### src/rtl/sleep_pkg.sv
package sleep_pkg;
    typedef enum logic [1:0] {PH_ON, PH_ENTER, PH_SLEEP, PH_EXIT} phase_e;

    localparam logic [2:0] PS_S0 = 3'd0;
    localparam logic [2:0] PS_S1 = 3'd1;
    localparam logic [2:0] PS_S3 = 3'd3;
    localparam logic [2:0] PS_S4 = 3'd4;
    localparam logic [2:0] PS_S5 = 3'd5;

    // only these codes may be requested by software
    function automatic logic target_ok(logic [2:0] t);
        return (t == PS_S1) || (t == PS_S3) || (t == PS_S4) || (t == PS_S5);
    endfunction

    // number of nested planes switched off for a state
    function automatic logic [1:0] depth_of(logic [2:0] t);
        case (t)
            PS_S3:   return 2'd1;
            PS_S4:   return 2'd2;
            PS_S5:   return 2'd3;
            default: return 2'd0;
        endcase
    endfunction
endpackage

### src/rtl/sleep_btn_mon.sv
module sleep_btn_mon #(
    parameter int OVR_TICKS = 131072
) (
    input  logic clk,
    input  logic rst_n,
    input  logic tick,
    input  logic btn_down,
    output logic press_o,
    output logic override_o
);
    localparam int CW = $clog2(OVR_TICKS + 2);
    localparam logic [CW-1:0] LIMIT = CW'(OVR_TICKS);

    typedef struct packed {
        logic          btn;
        logic [CW-1:0] cnt;
    } mon_t;

    mon_t mon_d, mon_q;

    always_comb begin
        mon_d     = mon_q;
        mon_d.btn = btn_down;
        if (!btn_down) begin
            mon_d.cnt = '0;
        end else if (tick && (mon_q.cnt <= LIMIT)) begin
            mon_d.cnt = mon_q.cnt + 1'b1;
        end
    end

    assign press_o    = btn_down && !mon_q.btn;
    assign override_o = btn_down && tick && (mon_q.cnt == LIMIT);

    always_ff @(posedge clk) begin
        if (!rst_n) begin
            mon_q <= '0;
        end else begin
            mon_q <= mon_d;
        end
    end
endmodule

### src/rtl/sleep_plane_drv.sv
module sleep_plane_drv #(
    parameter int NPL = 3,
    parameter int LW  = 2
) (
    input  logic [LW-1:0]  depth,
    output logic [NPL-1:0] off_n
);
    for (genvar g = 0; g < NPL; g++) begin : g_plane
        assign off_n[g] = !(depth > LW'(g));
    end
endmodule

### src/rtl/sleep_seq.sv
module sleep_seq #(
    parameter int SETUP_TICKS = 4,
    parameter int OVR_TICKS   = 131072
) (
    input  logic       clk,
    input  logic       rst_n,
    input  logic       tick,
    input  logic       btn_down,
    input  logic       ring_in,
    input  logic       ring_wake_en,
    input  logic       trip_n,
    input  logic       sleep_req,
    input  logic [2:0] sleep_target,
    output logic       sleep_irq,
    output logic       susp_stat,
    output logic       s3_off_n,
    output logic       s4_off_n,
    output logic       s5_off_n,
    output logic [2:0] state_o
);
    import sleep_pkg::*;

    localparam int NPL = 3;
    localparam int LW  = $clog2(NPL + 1);
    localparam int SW  = $clog2(SETUP_TICKS + 1);
    localparam logic [SW-1:0] SETUP_LAST = SW'(SETUP_TICKS - 1);

    typedef struct packed {
        phase_e        phase;
        logic [2:0]    pstate;
        logic [2:0]    target;
        logic [LW-1:0] depth;
        logic          susp;
        logic          irq;
        logic [SW-1:0] cnt;
    } seq_t;

    seq_t seq_d, seq_q;
    logic press, ovr, wake;
    logic [NPL-1:0] planes_n;

    sleep_btn_mon #(.OVR_TICKS(OVR_TICKS)) btn_i (
        .clk        (clk),
        .rst_n      (rst_n),
        .tick       (tick),
        .btn_down   (btn_down),
        .press_o    (press),
        .override_o (ovr)
    );

    assign wake = press || (ring_in && ring_wake_en);

    always_comb begin
        seq_d     = seq_q;
        seq_d.irq = 1'b0;
        case (seq_q.phase)
            PH_ON: begin
                if (press) seq_d.irq = 1'b1;
                if (sleep_req && target_ok(sleep_target)) begin
                    seq_d.phase  = PH_ENTER;
                    seq_d.target = sleep_target;
                    seq_d.susp   = 1'b1;
                    seq_d.cnt    = '0;
                end
            end
            PH_ENTER: begin
                if (press) seq_d.irq = 1'b1;
                if (tick) begin
                    if (seq_q.cnt == SETUP_LAST) begin
                        seq_d.phase  = PH_SLEEP;
                        seq_d.pstate = seq_q.target;
                        seq_d.depth  = LW'(depth_of(seq_q.target));
                    end else begin
                        seq_d.cnt = seq_q.cnt + 1'b1;
                    end
                end
            end
            PH_SLEEP: begin
                if (wake) seq_d.phase = PH_EXIT;
            end
            PH_EXIT: begin
                if (tick) begin
                    if (seq_q.depth != '0) begin
                        seq_d.depth = seq_q.depth - 1'b1;
                    end else begin
                        seq_d.phase  = PH_ON;
                        seq_d.pstate = PS_S0;
                        seq_d.susp   = 1'b0;
                    end
                end
            end
            default: seq_d.phase = PH_ON;
        endcase
        // forced soft off: no lead time, no handshake
        if (!trip_n || ovr) begin
            seq_d.phase  = PH_SLEEP;
            seq_d.pstate = PS_S5;
            seq_d.target = PS_S5;
            seq_d.depth  = LW'(NPL);
            seq_d.susp   = 1'b1;
            seq_d.irq    = 1'b0;
        end
    end

    always_ff @(posedge clk) begin
        if (!rst_n) begin
            seq_q <= '{phase: PH_ON, pstate: PS_S0, target: PS_S0,
                       depth: '0, susp: 1'b0, irq: 1'b0, cnt: '0};
        end else begin
            seq_q <= seq_d;
        end
    end

    sleep_plane_drv #(.NPL(NPL), .LW(LW)) plane_i (
        .depth (seq_q.depth),
        .off_n (planes_n)
    );

    assign s3_off_n  = planes_n[0];
    assign s4_off_n  = planes_n[1];
    assign s5_off_n  = planes_n[2];
    assign susp_stat = seq_q.susp;
    assign sleep_irq = seq_q.irq;
    assign state_o   = seq_q.pstate;
endmodule

### config.mk
export PLATFORM = sky130hd
export DESIGN_NAME = sleep_seq
export DESIGN_NICKNAME = d
export VERILOG_FILES = /design/src/rtl/sleep_pkg.sv /design/src/rtl/sleep_btn_mon.sv /design/src/rtl/sleep_plane_drv.sv /design/src/rtl/sleep_seq.sv
export SDC_FILE = /design/constraint.sdc
export NUM_CORES = 1
export LEC_CHECK = 0
export ABC_AREA = 0
export BUFFER_PORTS_ARGS = -buffer_cell sky130_fd_sc_hd__buf_2
export CAP_MARGIN = 40
export CORE_MARGIN = 4
export CORE_UTILIZATION = 23
export DETAILED_ROUTE_END_ITERATION = 10
export GPL_TIMING_DRIVEN = 0
export PLACE_DENSITY = 0.47
export SLEW_MARGIN = 10
export SYNTH_ARGS = -nofsm -noshare
export SYNTH_HDL_FRONTEND = slang
export SYNTH_SLANG_ARGS = --single-unit
### constraint.sdc
create_clock -name clk -period 2.47 [get_ports clk]
set_input_delay 0.3705 -clock clk [delete_from_list [all_inputs] [get_ports clk]]
set_output_delay 0.3705 -clock clk [all_outputs]
set_load 0.02 [all_outputs]
==> Flow_metrics.wiki, run 1 <==
{| class="wikitable"
! Metric !! Value
|-
| Final weighted congestion of routability-driven global placement || 0.7729
|-
| Pre-antenna DRT Iters || 4
|-
| Effective utilization at floorplan || 0.2356
|-
| Filler instances || 883
|-
| Post-CTS Hold Fix Bufs || 0
|-
| Initial antenna violation count || 0
|-
| Critical Path, Cell by Cell || inv_1 -> ha_1 -> nor4b_1 -> nand2_1 -> o31ai_1 -> a21oi_1 -> a31o_2
|-
| Pin count of the biggest net entering global routing || 11
|-
| Result of the run || complete, no violations
|-
| Wire length of the first global-routing pass || 7907 um
|-
| Via count of the first global-routing pass || 1585
|-
| Placed wire-length estimate after detailed placement || 3368 um
|-
| Width of the die || 99.74 um
|-
| Netlist Area Pre-Place || 1936 sq um
|-
| Max-slew violation count || 0
|-
| Number of primary I/O pins || 19
|-
| Post-CTS Setup Bufs || 0
|-
| Diode count || 0
|-
| Cell type group with the largest total delay on the critical path || compound AO/OA/AOI/OAI gates
|-
| Critical path startpoint category || flip-flop
|-
| Max Clock Freq || 463.1 MHz
|-
| Most used DFF post-synth || sky130_fd_sc_hd__dfxtp_1
|-
| Post-Route Skew || 4.850 ps
|-
| Routed vias || 1637
|-
| Inserted Clock Buffers || 5
|-
| Period minus WS final || 2159 ps
|-
| Global routing usage summed across all routing layers || 0.09870
|-
| Total Wirelength || 4649 um
|-
| Deepest level of the CTS H-tree || 2
|-
| Maximum number of buffers from clock root to sink || 2
|-
| Count of warnings emitted by yosys || 0
|-
| Final setup margin || 310.8 ps
|-
| Antenna Violating Nets Remaining || 0
|-
| Post-Layout Cell Count || 354
|-
| Total Neg Setup Slack || 0 ps
|-
| Setup slack at placement || 329.2 ps
|-
| Flip-flop and latch count after synthesis || 34
|-
| CTS sink count || 34
|-
| Signed area change from the synthesized netlist to the final layout || 15.71%
|-
| Portion of synthesized cell area occupied by the leading cell type || 0.3516
|-
| CTS Root Cell || sky130_fd_sc_hd__clkbuf_8
|-
| Worst VDD drop || 0.1586 mV
|-
| Leading cell type by number of instances after synthesis || sky130_fd_sc_hd__dfxtp_1
|-
| Max-capacitance violation count || 0
|-
| Die outline height || 99.74 um
|-
| Buffers & Inverters on Critical Path || 1
|-
| Main area contributors after synthesis || sky130_fd_sc_hd__dfxtp_1, sky130_fd_sc_hd__ha_1, sky130_fd_sc_hd__mux2i_1
|-
| Via-to-Cell Ratio || 4.624
|-
| Cell count after placement || 348
|-
| RSZ-0062 raised after global routing || no
|-
| Fraction of the cycle the final worst path needs || 0.8742
|-
| Syn Inst Count || 225
|-
| Clk pin slew, worst setup/hold paths || 70 ps
|-
| IO buf count || 18
|-
| Static power due to leakage || 0.8375 nW
|-
| Number of DRC markers after the initial detailed-route iteration || 106
|-
| Sequential area share after synthesis || 0.3516
|-
| Floorplan die area || 9947 sq um
|-
| Cell with the largest stage delay on the worst path || sky130_fd_sc_hd__o31ai_1
|-
| Number of synthesized flops with an enable pin || 0
|-
| Leading post-synthesis cells by instance count || sky130_fd_sc_hd__dfxtp_1, sky130_fd_sc_hd__nor2_1, sky130_fd_sc_hd__inv_1, sky130_fd_sc_hd__nand2_1, sky130_fd_sc_hd__a21oi_1
|-
| Clock tree from TritonCTS || yes
|-
| Post-Syn Area per Cell || 8.603 sq um
|-
| Avg WL per Cell || 13.13 um
|-
| Core region area || 8217 sq um
|-
| Relative slew slack || 0.4597
|-
| Post-synth cell types || 52
|-
| Fin. Hold Viols || 0
|-
| Category of the most critical setup path || reg2reg
|-
| Fraction of layout instances using a drive strength above 1 || 0.1526
|-
| Insertion delay of the later-clocked pin in the worst-skew pair || 290 ps
|-
| Required time at the worst-slack endpoint || 2660 ps
|-
| Net count reported at finish || 272
|-
| Number of rows in the core area || 33
|-
| Longest individual stage delay on the worst path || 690 ps
|-
| Capturing element type of the critical path || flip-flop
|-
| Highest net fanout along the worst path || 6
|-
| Sum of overflow across all layers after global routing || 0
|-
| Yosys top cell by area || sky130_fd_sc_hd__dfxtp_1
|-
| Data arrival, critical path || 2340 ps
|-
| FFs w/ async S/R, synth || 0
|-
| Power density over cell area || 524.7 nW/um^2
|-
| Setup-failing EPs final || 0
|-
| Tightest Pin Transition || 803.6 ps
|-
| Number of DRC violations after detailed routing || 0
|-
| Hold/Removal Path Class || in2reg
|-
| Post-CTS Resized || 0
|-
| Synthesized netlist net count || 247
|}
final cells by class:
type,count,area (sq um),area share
multi-input combinational,165,1132,0.5056
timing repair buffer,18,90.09,0.04022
tap,105,131.4,0.05866
inverter,16,60.06,0.02682
sequential,34,680.7,0.3039
buffer,10,62.56,0.02793
clock buffer,6,82.58,0.03687
stage by stage:
step	total power, mW	hold WS [ps]	utilization	instance area [sq um]
finish	1.175	340.7	0.2726	2240
global route	1.245	361.1	0.2726	2240
CTS	1.196	337.7	0.2726	2240
detailed placement	0.7689	477.6	0.2625	2157
global placement	0.7683	476.9	0.2625	2157
floorplan	0.7147	448.7	-	1936
cells in the final DEF (no fill, tap or decap), types with 3 or more instances in the layout:
cell	synthesis	layout
sky130_fd_sc_hd__nand2_1	16	16
sky130_fd_sc_hd__buf_2	0	18
sky130_fd_sc_hd__clkbuf_8	1	7
sky130_fd_sc_hd__nor2b_1	6	6
sky130_fd_sc_hd__o31ai_1	4	4
sky130_fd_sc_hd__mux2i_1	10	10
sky130_fd_sc_hd__xor2_1	3	3
sky130_fd_sc_hd__nand3_1	6	6
sky130_fd_sc_hd__ha_1	11	11
sky130_fd_sc_hd__a21boi_0	7	7
sky130_fd_sc_hd__a21oi_1	14	14
sky130_fd_sc_hd__buf_4	3	3
sky130_fd_sc_hd__or4_1	4	4
sky130_fd_sc_hd__nor2_1	18	18
sky130_fd_sc_hd__clkbuf_1	4	4
sky130_fd_sc_hd__nand4_1	3	3
sky130_fd_sc_hd__o21ai_0	10	10
sky130_fd_sc_hd__inv_1	16	16
sky130_fd_sc_hd__xnor2_1	4	4
sky130_fd_sc_hd__nand2b_1	6	6
sky130_fd_sc_hd__dfxtp_1	34	34
sky130_fd_sc_hd__and2_1	5	5
worst paths after layout:
kind | startpoint | endpoint | slack, ps | depth (start not counted)
hold / removal | sleep_target[1] | seq_q[8] | 340 | 3
setup / recovery | btn_i.mon_q[0] | btn_i.mon_q[2] | 310 | 7
setup reg to reg | btn_i.mon_q[0] | btn_i.mon_q[2] | 310 | 7
hold reg to reg | btn_i.mon_q[6] | btn_i.mon_q[6] | 490 | 2
state kept, by name, summed over array words and instances (netlist names):
register	count
btn_i.mon_q	19
seq_q	10
susp_stat	1
state_o	3
sleep_irq	1
cell families (layout without fill, tap and decap cells):
kind of cell	after synthesis	count (layout)	share of synthesized area
AO/OA/AOI/OAI	53	53	0.1881
XOR/XNOR	7	7	0.03167
adder cells (fa/ha/maj)	11	11	0.07110
buffers and inverters	26	50	0.06334
flip-flops	34	34	0.3516
multiplexers	10	10	0.05172
AND/OR/NAND/NOR	84	84	0.2424
metal layers:
| metal | vias to the layer above | part of all wire | GRT usage |
|---|---|---|---|
| li1 | 849 | - | - |
| met1 | 763 | 0.53 | 0.1402 |
| met2 | 17 | 0.43 | 0.1478 |
| met3 | 8 | 0.020 | 0.01753 |
| met4 | 0 | 0.018 | 0.03782 |
| met5 | - | 0 | 0 |
where the power goes:
part | internal, mW | switching [mW] | total [mW]
Clock | 0.215 | 0.204 | 0.419
Combinational | 0.0719 | 0.104 | 0.176
Sequential | 0.565 | 0.0154 | 0.580
worst register-to-register path, stage by stage (launching register included):
cell                      delay, ps
sky130_fd_sc_hd__dfxtp_1        350
sky130_fd_sc_hd__inv_1           70
sky130_fd_sc_hd__ha_1           140
sky130_fd_sc_hd__nor4b_1        260
sky130_fd_sc_hd__nand2_1        170
sky130_fd_sc_hd__o31ai_1        690
sky130_fd_sc_hd__a21oi_1        150
sky130_fd_sc_hd__a31o_2         230
Note: power is estimated with default switching activity, not from simulation.
==> run 2, diff against run 1 <==
--- a/config.mk
+++ b/config.mk
@@ -12,7 +12,7 @@
 export CORE_UTILIZATION = 23
 export DETAILED_ROUTE_END_ITERATION = 10
 export GPL_TIMING_DRIVEN = 0
-export PLACE_DENSITY = 0.47
+export PLACE_DENSITY = 0.37
 export SLEW_MARGIN = 10
 export SYNTH_ARGS = -nofsm -noshare
 export SYNTH_HDL_FRONTEND = slang
==> run 2 against run 1 <==
Count of clock-buffer cells in the layout grew 1. Core utilization grew 0.11 points. Critical path depth is the same. Power grew 1.5%. Sequential power is essentially flat. Register-to-register slack gained 60 ps. Wire length grew 3.9%. Via count grew 1.3%. Sequential share of layout area shrank 0.12 points. Largest power group unchanged. Non-clock buffer count is the same.
==> Flow_metrics.wiki, run 2 (synthesis results as in run 1) <==
{| class="wikitable"
! Metric !! Value
|-
| Critical Path, Cell by Cell || inv_1 -> ha_1 -> nor4b_1 -> nand2_1 -> o31ai_1 -> a21oi_1 -> a31o_2
|-
| CTS sink count || 34 (unchanged)
|-
| Sum of overflow across all layers after global routing || 0 (unchanged)
|-
| Width of the die || 99.74 um (unchanged)
|-
| Effective utilization at floorplan || 0.2356 (unchanged)
|-
| Highest net fanout along the worst path || 6 (unchanged)
|-
| Cell with the largest stage delay on the worst path || sky130_fd_sc_hd__o31ai_1
|-
| Inserted Clock Buffers || 5 (unchanged)
|-
| IO buf count || 18 (unchanged)
|-
| Initial antenna violation count || 0 (unchanged)
|-
| Most frequent cells in the layout || sky130_fd_sc_hd__dfxtp_1, sky130_fd_sc_hd__nor2_1, sky130_fd_sc_hd__buf_2, sky130_fd_sc_hd__inv_1, sky130_fd_sc_hd__nand2_1
|-
| Die outline height || 99.74 um (unchanged)
|-
| Number of DRC markers after the initial detailed-route iteration || 74 (-30%)
|-
| Post-CTS Resized || 0 (unchanged)
|-
| Relative slew slack || 0.4459 (-0.01377)
|-
| Global routing usage summed across all routing layers || 0.1045 (+0.005762)
|-
| Clock tree from TritonCTS || yes
|-
| Wire length of the first global-routing pass || 8328 um (+5.3%)
|-
| Floorplan die area || 9947 sq um (unchanged)
|-
| Setup slack, reg-to-reg || 370 ps (+60 ps)
|-
| Antenna Violating Nets Remaining || 0 (unchanged)
|-
| Final weighted congestion of routability-driven global placement || 0.7219 (-6.6%)
|-
| Post-route core utilization || 0.2736 (+0.001066)
|-
| Cell count after placement || 348 (unchanged)
|-
| Min-Delay Endpoint || seq_q[8]
|-
| Maximum number of buffers from clock root to sink || 2 (unchanged)
|-
| Fraction of the cycle the final worst path needs || 0.8496 (-0.02461)
|-
| RSZ-0062 raised after global routing || no
|-
| Buffers & Inverters on Critical Path || 1 (unchanged)
|-
| Hold/Removal Path Class || in2reg
|-
| Largest reg by FF count || btn_i.mon_q
|-
| Longest individual stage delay on the worst path || 700 ps (about the same)
|-
| Number of rows in the core area || 33 (unchanged)
|-
| Required time at the worst-slack endpoint || 2650 ps (about the same)
|-
| Via-to-Cell Ratio || 4.660 (+0.77%)
|-
| Total Neg Setup Slack || 0 ps (unchanged)
|-
| Category of the most critical setup path || reg2reg
|-
| Period minus WS final || 2098 ps (-60.78 ps)
|-
| Data arrival, critical path || 2280 ps (-60 ps)
|-
| Power density over cell area || 530.7 nW/um^2 (+1.1%)
|-
| Avg WL per Cell || 13.57 um (+3.3%)
|-
| Pre-antenna DRT Iters || 4 (unchanged)
|-
| Post-CTS Setup Bufs || 0 (unchanged)
|-
| Pin count of the biggest net entering global routing || 11 (unchanged)
|-
| Post-Route Skew || 11.74 ps (+6.887 ps)
|-
| Flip-flop count of the largest register after layout || 19 (unchanged)
|-
| Core region area || 8217 sq um (unchanged)
|-
| Post-CTS Hold Fix Bufs || 0 (unchanged)
|-
| Via count of the first global-routing pass || 1657 (+4.5%)
|-
| Routed vias || 1659 (+1.3%)
|-
| Worst VDD drop || 0.1745 mV (+10%)
|-
| Insertion delay of the later-clocked pin in the worst-skew pair || 290 ps (about the same)
|-
| CTS Root Cell || sky130_fd_sc_hd__clkbuf_8
|-
| R2r worst-path depth || 7 (unchanged)
|-
| Fin. Hold Viols || 0 (unchanged)
|-
| Static power due to leakage || 0.8426 nW (+0.61%)
|-
| Tightest Pin Transition || 824.1 ps (+20.48 ps)
|-
| Signed area change from the synthesized netlist to the final layout || 16.16%
|-
| Capturing element type of the critical path || flip-flop
|-
| Total Wirelength || 4831 um (+3.9%)
|-
| Max-capacitance violation count || 0 (unchanged)
|-
| Max Clock Freq || 476.5 MHz (+2.9%)
|-
| Filler instances || 901 (+2.0%)
|-
| Cell type group with the largest total delay on the critical path || compound AO/OA/AOI/OAI gates
|-
| Most common cell after layout, fill and taps aside || sky130_fd_sc_hd__dfxtp_1
|-
| Placed wire-length estimate after detailed placement || 3585 um (+6.5%)
|-
| Number of primary I/O pins || 19 (unchanged)
|-
| Max-slew violation count || 0 (unchanged)
|-
| Number of stages on the worst hold path || 3 (unchanged)
|-
| Net count reported at finish || 272 (unchanged)
|-
| Worst hold start || sleep_target[1]
|-
| Reg2reg end || btn_i.mon_q[2]
|-
| Result of the run || complete, no violations
|-
| Diode count || 0 (unchanged)
|-
| Number of DRC violations after detailed routing || 0 (unchanged)
|-
| Critical path startpoint category || flip-flop
|-
| Fraction of layout instances using a drive strength above 1 || 0.1554 (+0.002768)
|-
| Clk pin slew, worst setup/hold paths || 80 ps (about the same)
|-
| Post-Layout Cell Count || 356 (+0.56%)
|-
| Startpoint of the worst register-to-register path || btn_i.mon_q[0]
|-
| Setup-failing EPs final || 0 (unchanged)
|-
| Deepest level of the CTS H-tree || 2 (unchanged)
|}
run 2: report_power, final:
part	internal (mW)	switching [mW]	leakage, nW
registers	0.564	0.0145	0.277
clock network	0.225	0.212	0.0482
logic	0.0720	0.105	0.517
run 2: final cells by class:
type,count,area (sq um),area share
repair buffers,18,90.09,0.04007
inverters,16,60.06,0.02671
flip-flops and latches,34,680.7,0.3027
clock buffers,7,86.33,0.03840
well taps,105,131.4,0.05843
multi-input cells,165,1132,0.5036
clock inverters,1,5.005,0.002226
plain buffers,10,62.56,0.02782
run 2: worst min-delay path: cells and delay by family:
| kind | cells | cell delay (ps) |
|---|---|---|
| mux | 1 | 70 |
| simple gates | 1 | 80 |
| buf+inv | 1 | 100 |
run 2: worst max-delay path by stage:
stage | startpoint | end | slack, ps | cells after the start
after CTS | btn_i.mon_q[0] | btn_i.mon_q[2] | 360 | 7
after global placement | btn_i.mon_q[0] | btn_i.mon_q[2] | 370 | 7
after global routing | btn_i.mon_q[0] | btn_i.mon_q[2] | 80 | 7
after detailed placement | btn_i.mon_q[0] | btn_i.mon_q[2] | 370 | 7
after floorplan | btn_i.mon_q[0] | btn_i.mon_q[8] | 660 | 7
final | btn_i.mon_q[0] | btn_i.mon_q[2] | 370 | 7
run 2: metrics by stage:
step / cell area (sq um) / setup WS, ps / hold slack [ps] / power [mW]
finish: 2248 / 371.5 / 359.1 / 1.193
global route: 2248 / 77.25 / 359.5 / 1.270
CTS: 2248 / 356.0 / 347.7 / 1.221
detailed placement: 2157 / 374.8 / 476.4 / 0.7706
global placement: 2157 / 365.1 / 477.0 / 0.7711
floorplan: 1936 / 657.4 / 448.7 / 0.7147
run 2: routing by layer:
metal  wire length, um  global-route usage
met5                 0                   0
met4                55             0.03151
met3               189             0.02174
met2              2037              0.1560
met1              2548              0.1501
==> run 3, diff against run 2 <==
--- a/config.mk
+++ b/config.mk
@@ -5,14 +5,14 @@
 export SDC_FILE = /design/constraint.sdc
 export NUM_CORES = 1
 export LEC_CHECK = 0
-export ABC_AREA = 0
+export ABC_AREA = 1
 export BUFFER_PORTS_ARGS = -buffer_cell sky130_fd_sc_hd__buf_2
 export CAP_MARGIN = 40
 export CORE_MARGIN = 4
 export CORE_UTILIZATION = 23
 export DETAILED_ROUTE_END_ITERATION = 10
 export GPL_TIMING_DRIVEN = 0
-export PLACE_DENSITY = 0.37
+export PLACE_DENSITY = 0.38
 export SLEW_MARGIN = 10
 export SYNTH_ARGS = -nofsm -noshare
 export SYNTH_HDL_FRONTEND = slang
==> constraint.sdc (replaced) <==
create_clock -name clk -period 1.9 [get_ports clk]
set_input_delay 0.285 -clock clk [delete_from_list [all_inputs] [get_ports clk]]
set_output_delay 0.285 -clock clk [all_outputs]
set_load 0.02 [all_outputs]
==> run 3 against run 2 <==
Worst hold slack got worse by 98 ps. Fmax grew 25%. Global-route usage fell by 0.41 points. Combinational power is 89% higher. Critical path type unchanged. Highest routed layer unchanged.
==> Flow_metrics.wiki, run 3 <==
{| class="wikitable"
! Metric !! Value
|-
| Antenna Violating Nets Remaining || 0 (unchanged)
|-
| Buffers & Inverters on Critical Path || 3 (+2)
|-
| Total Neg Setup Slack || 0 ps (unchanged)
|-
| Critical path startpoint category || flip-flop
|-
| Max-capacitance violation count || 0 (unchanged)
|-
| Floorplan die area || 10790 sq um (+8.4%)
|-
| Instance count on the critical path || 11 (+4)
|-
| Tightest Pin Transition || 549.4 ps (-274.7 ps)
|-
| Capturing element type of the critical path || flip-flop
|-
| Number of stages on the worst hold path || 3 (unchanged)
|-
| Data arrival, critical path || 1860 ps (-420 ps)
|-
| Relative slew slack || 0.6309 (+0.1850)
|-
| Global routing usage summed across all routing layers || 0.1004 (-0.004102)
|-
| Total Wirelength || 5274 um (+9.2%)
|-
| Period minus WS final || 1676 ps (-422.5 ps)
|-
| Die outline height || 103.9 um (+4.1%)
|-
| Post-route core utilization || 0.2790 (+0.005347)
|-
| Worst VDD drop || 0.2414 mV (+38%)
|-
| Adder-Cell Fraction of Synth Area || 0.06513 (-0.005978)
|-
| Via count of the first global-routing pass || 1848 (+12%)
|-
| Routed vias || 1961 (+18%)
|-
| Hold/Removal Path Class || in2reg
|-
| Most frequent cells in the layout || sky130_fd_sc_hd__nand2_1, sky130_fd_sc_hd__inv_1, sky130_fd_sc_hd__nor2_1, sky130_fd_sc_hd__dfxtp_1
|-
| Combinational family with the most area after synthesis || simple AND/OR/NAND/NOR gates
|-
| Post-Route Skew || 6.650 ps (-5.087 ps)
|-
| Yosys top cell by area || sky130_fd_sc_hd__dfxtp_1
|-
| Static power due to leakage || 1.067 nW (+27%)
|-
| Simple-Gate Fraction of Synth Area || 0.3618 (+0.1193)
|-
| Most used DFF post-synth || sky130_fd_sc_hd__dfxtp_1
|-
| Cell type group with the largest total delay on the critical path || simple AND/OR/NAND/NOR gates
|-
| Core region area || 8848 sq um (+7.7%)
|-
| Fraction of layout instances using a drive strength above 1 || 0.1609 (+0.005541)
|-
| Fin. Hold Viols || 0 (unchanged)
|-
| Fraction of the cycle the final worst path needs || 0.8821 (+0.03250)
|-
| Mux cell area share after synthesis || 0 (-0.05171)
|-
| Filler instances || 994 (+10%)
|-
| Pin count of the biggest net entering global routing || 13 (+2)
|-
| IO buf count || 18 (unchanged)
|-
| RSZ-0062 raised after global routing || no
|-
| Main area contributors after synthesis || sky130_fd_sc_hd__dfxtp_1, sky130_fd_sc_hd__nand2_1, sky130_fd_sc_hd__inv_1
|-
| Synthesized netlist net count || 343 (+39%)
|-
| Maximum number of buffers from clock root to sink || 2 (unchanged)
|-
| Pre-antenna DRT Iters || 4 (unchanged)
|-
| CTS Root Cell || sky130_fd_sc_hd__clkbuf_8
|-
| Wire length of the first global-routing pass || 8921 um (+7.1%)
|-
| Sum of overflow across all layers after global routing || 0 (unchanged)
|-
| Avg WL per Cell || 11.57 um (-15%)
|-
| Count of warnings emitted by yosys || 0 (unchanged)
|-
| Number of DRC markers after the initial detailed-route iteration || 43 (-42%)
|-
| Insertion delay of the later-clocked pin in the worst-skew pair || 290 ps (about the same)
|-
| Width of the die || 103.9 um (+4.1%)
|-
| Largest reg by FF count || btn_i.mon_q
|-
| Via-to-Cell Ratio || 4.300 (-7.7%)
|-
| Post-Syn Area per Cell || 6.583 sq um (-23%)
|-
| Highest net fanout along the worst path || 10 (+4)
|-
| Diode count || 0 (unchanged)
|-
| Leading cell type by number of instances after synthesis || sky130_fd_sc_hd__nand2_1
|-
| Initial antenna violation count || 0 (unchanged)
|-
| FFs w/ async S/R, synth || 0 (unchanged)
|-
| Result of the run || complete, no violations
|-
| Flip-flop and latch count after synthesis || 34 (unchanged)
|-
| Max Clock Freq || 596.7 MHz (+25%)
|-
| Sequential area share after synthesis || 0.3221 (-0.02956)
|-
| Effective utilization at floorplan || 0.2388 (+0.003257)
|-
| Required time at the worst-slack endpoint || 2090 ps (-560 ps)
|-
| Final weighted congestion of routability-driven global placement || 0.7299 (+1.1%)
|-
| Netlist Area Pre-Place || 2113 sq um (+9.2%)
|-
| CTS sink count || 34 (unchanged)
|-
| Longest individual stage delay on the worst path || 350 ps (-350 ps)
|-
| Syn Inst Count || 321 (+43%)
|-
| Inserted Clock Buffers || 5 (unchanged)
|-
| Clock tree from TritonCTS || yes
|-
| Flip-flop count of the largest register after layout || 19 (unchanged)
|-
| Net count reported at finish || 369 (+36%)
|-
| Most common cell after layout, fill and taps aside || sky130_fd_sc_hd__nand2_1
|-
| Signed area change from the synthesized netlist to the final layout || 16.81%
|-
| Critical Path, Cell by Cell || inv_1 -> ha_1 -> nand3_1 -> nor2_1 -> nand2_1 -> nand2_1 -> nand2_2 -> inv_4 -> buf_8 -> nand3_2 -> and3_1
|-
| Number of primary I/O pins || 19 (unchanged)
|-
| Setup-failing EPs final || 0 (unchanged)
|-
| Deepest level of the CTS H-tree || 2 (unchanged)
|-
| Number of DRC violations after detailed routing || 0 (unchanged)
|-
| Placed wire-length estimate after detailed placement || 4127 um (+15%)
|-
| Category of the most critical setup path || reg2reg
|-
| Cell with the largest stage delay on the worst path || sky130_fd_sc_hd__dfxtp_2
|-
| Most repeated library cell on the critical path || sky130_fd_sc_hd__nand2_1
|-
| Post-synthesis compound-gate area fraction || 0.1196 (-0.06851)
|-
| Clk pin slew, worst setup/hold paths || 80 ps (about the same)
|-
| Portion of synthesized cell area occupied by the leading cell type || 0.3221 (-0.02956)
|-
| Number of synthesized flops with an enable pin || 0 (unchanged)
|-
| Power density over cell area || 728.3 nW/um^2 (+37%)
|-
| Post-synth cell types || 35 (-33%)
|-
| Leading post-synthesis cells by instance count || sky130_fd_sc_hd__nand2_1, sky130_fd_sc_hd__inv_1, sky130_fd_sc_hd__nor2_1
|-
| Number of rows in the core area || 34 (+3.0%)
|-
| R2r worst-path depth || 11 (+4)
|-
| Synth Area in XOR/XNOR || 0.02072 (-0.01095)
|-
| Max-slew violation count || 0 (unchanged)
|}
[run 3: changes by cell type in the layout (fill, tap and decap cells not counted), sizes merged, moves of 7 or more]
cell,before,now
nor3,1,12
nor2,18,40
inv,16,48
a21boi,7,0
a21oi,14,21
clkbuf,13,6
nand3,7,21
mux2i,10,0
nand2,17,84
o21ai,10,18
[run 3: kinds of logic after synthesis]
logic type / count (synthesis)
AOI/OAI and AO/OA: 46
xor gates and xnor gates: 5
adders and majority gates: 11
buffers and inverters: 55
DFF: 34
and+or+nand+nor: 170
[run 3: layout make-up]
| cell class | instances | area, sq um | share of cell area |
|---|---|---|---|
| multi-input combinational | 232 | 1206 | 0.4886 |
| sequential | 34 | 681.9 | 0.2762 |
| inverter | 48 | 182.7 | 0.07400 |
| tap | 108 | 135.1 | 0.05474 |
| timing repair buffer | 19 | 97.59 | 0.03953 |
| clock buffer | 5 | 68.82 | 0.02788 |
| buffer | 7 | 51.30 | 0.02078 |
| clock inverter | 3 | 45.04 | 0.01825 |
[run 3: worst paths after layout]
kind | startpoint | endpoint | slack (ps)
worst max register to register | btn_i.mon_q[0] | btn_i.mon_q[7] | 220
worst min-delay path | btn_down | sleep_irq | 260
worst max-delay path | btn_i.mon_q[0] | btn_i.mon_q[7] | 220
worst min register to register | btn_i.mon_q[18] | sleep_irq | 430
[run 3: power by group]
| group | switching, mW | internal, mW |
|---|---|---|
| registers | 0.0254 | 0.751 |
| logic | 0.210 | 0.124 |
| clock network | 0.298 | 0.390 |
[run 3: what timing repair did]
action	4_1_cts	5_1_grt
hold buffers	0	0
setup buffers	0	1
resized for setup	0	3
endpoints found under the setup margin	0	14
[run 3: metrics by stage]
| stage | hold WS [ps] | area (sq um) | worst slack, ps | instances | power, mW |
|---|---|---|---|---|---|
| after floorplan | 400.9 | 2113 | 416.8 | 321 | 1.032 |
| after global placement | 429.7 | 2338 | 100.3 | 447 | 1.128 |
| after detailed placement | 426.6 | 2338 | 105.0 | 447 | 1.129 |
| after CTS | 250.1 | 2452 | 96.57 | 455 | 1.832 |
| after global routing | 268.1 | 2469 | 11.77 | 456 | 1.910 |
| final | 261.0 | 2469 | 224.0 | 456 | 1.798 |
[run 3: worst reg2reg max path, stage by stage (launching register included)]
cell and delay (ps):
sky130_fd_sc_hd__dfxtp_2 350, sky130_fd_sc_hd__inv_1 90, sky130_fd_sc_hd__ha_1 170, sky130_fd_sc_hd__nand3_1 110, sky130_fd_sc_hd__nor2_1 150, sky130_fd_sc_hd__nand2_1 70, sky130_fd_sc_hd__nand2_1 70, sky130_fd_sc_hd__nand2_2 100
sky130_fd_sc_hd__inv_4 120, sky130_fd_sc_hd__buf_8 150, sky130_fd_sc_hd__nand3_2 50, sky130_fd_sc_hd__and3_1 160
[run 3: layer usage]
| metal | share of wire | global-route usage | vias to the layer above | wire length (um) |
|---|---|---|---|---|
| li1 | - | - | 1072 | - |
| met1 | 0.54 | 0.1380 | 863 | 2835 |
| met2 | 0.42 | 0.1527 | 19 | 2202 |
| met3 | 0.033 | 0.02669 | 7 | 173 |
| met4 | 0.012 | 0.03134 | 0 | 63 |
| met5 | 0 | 0 | - | 0 |
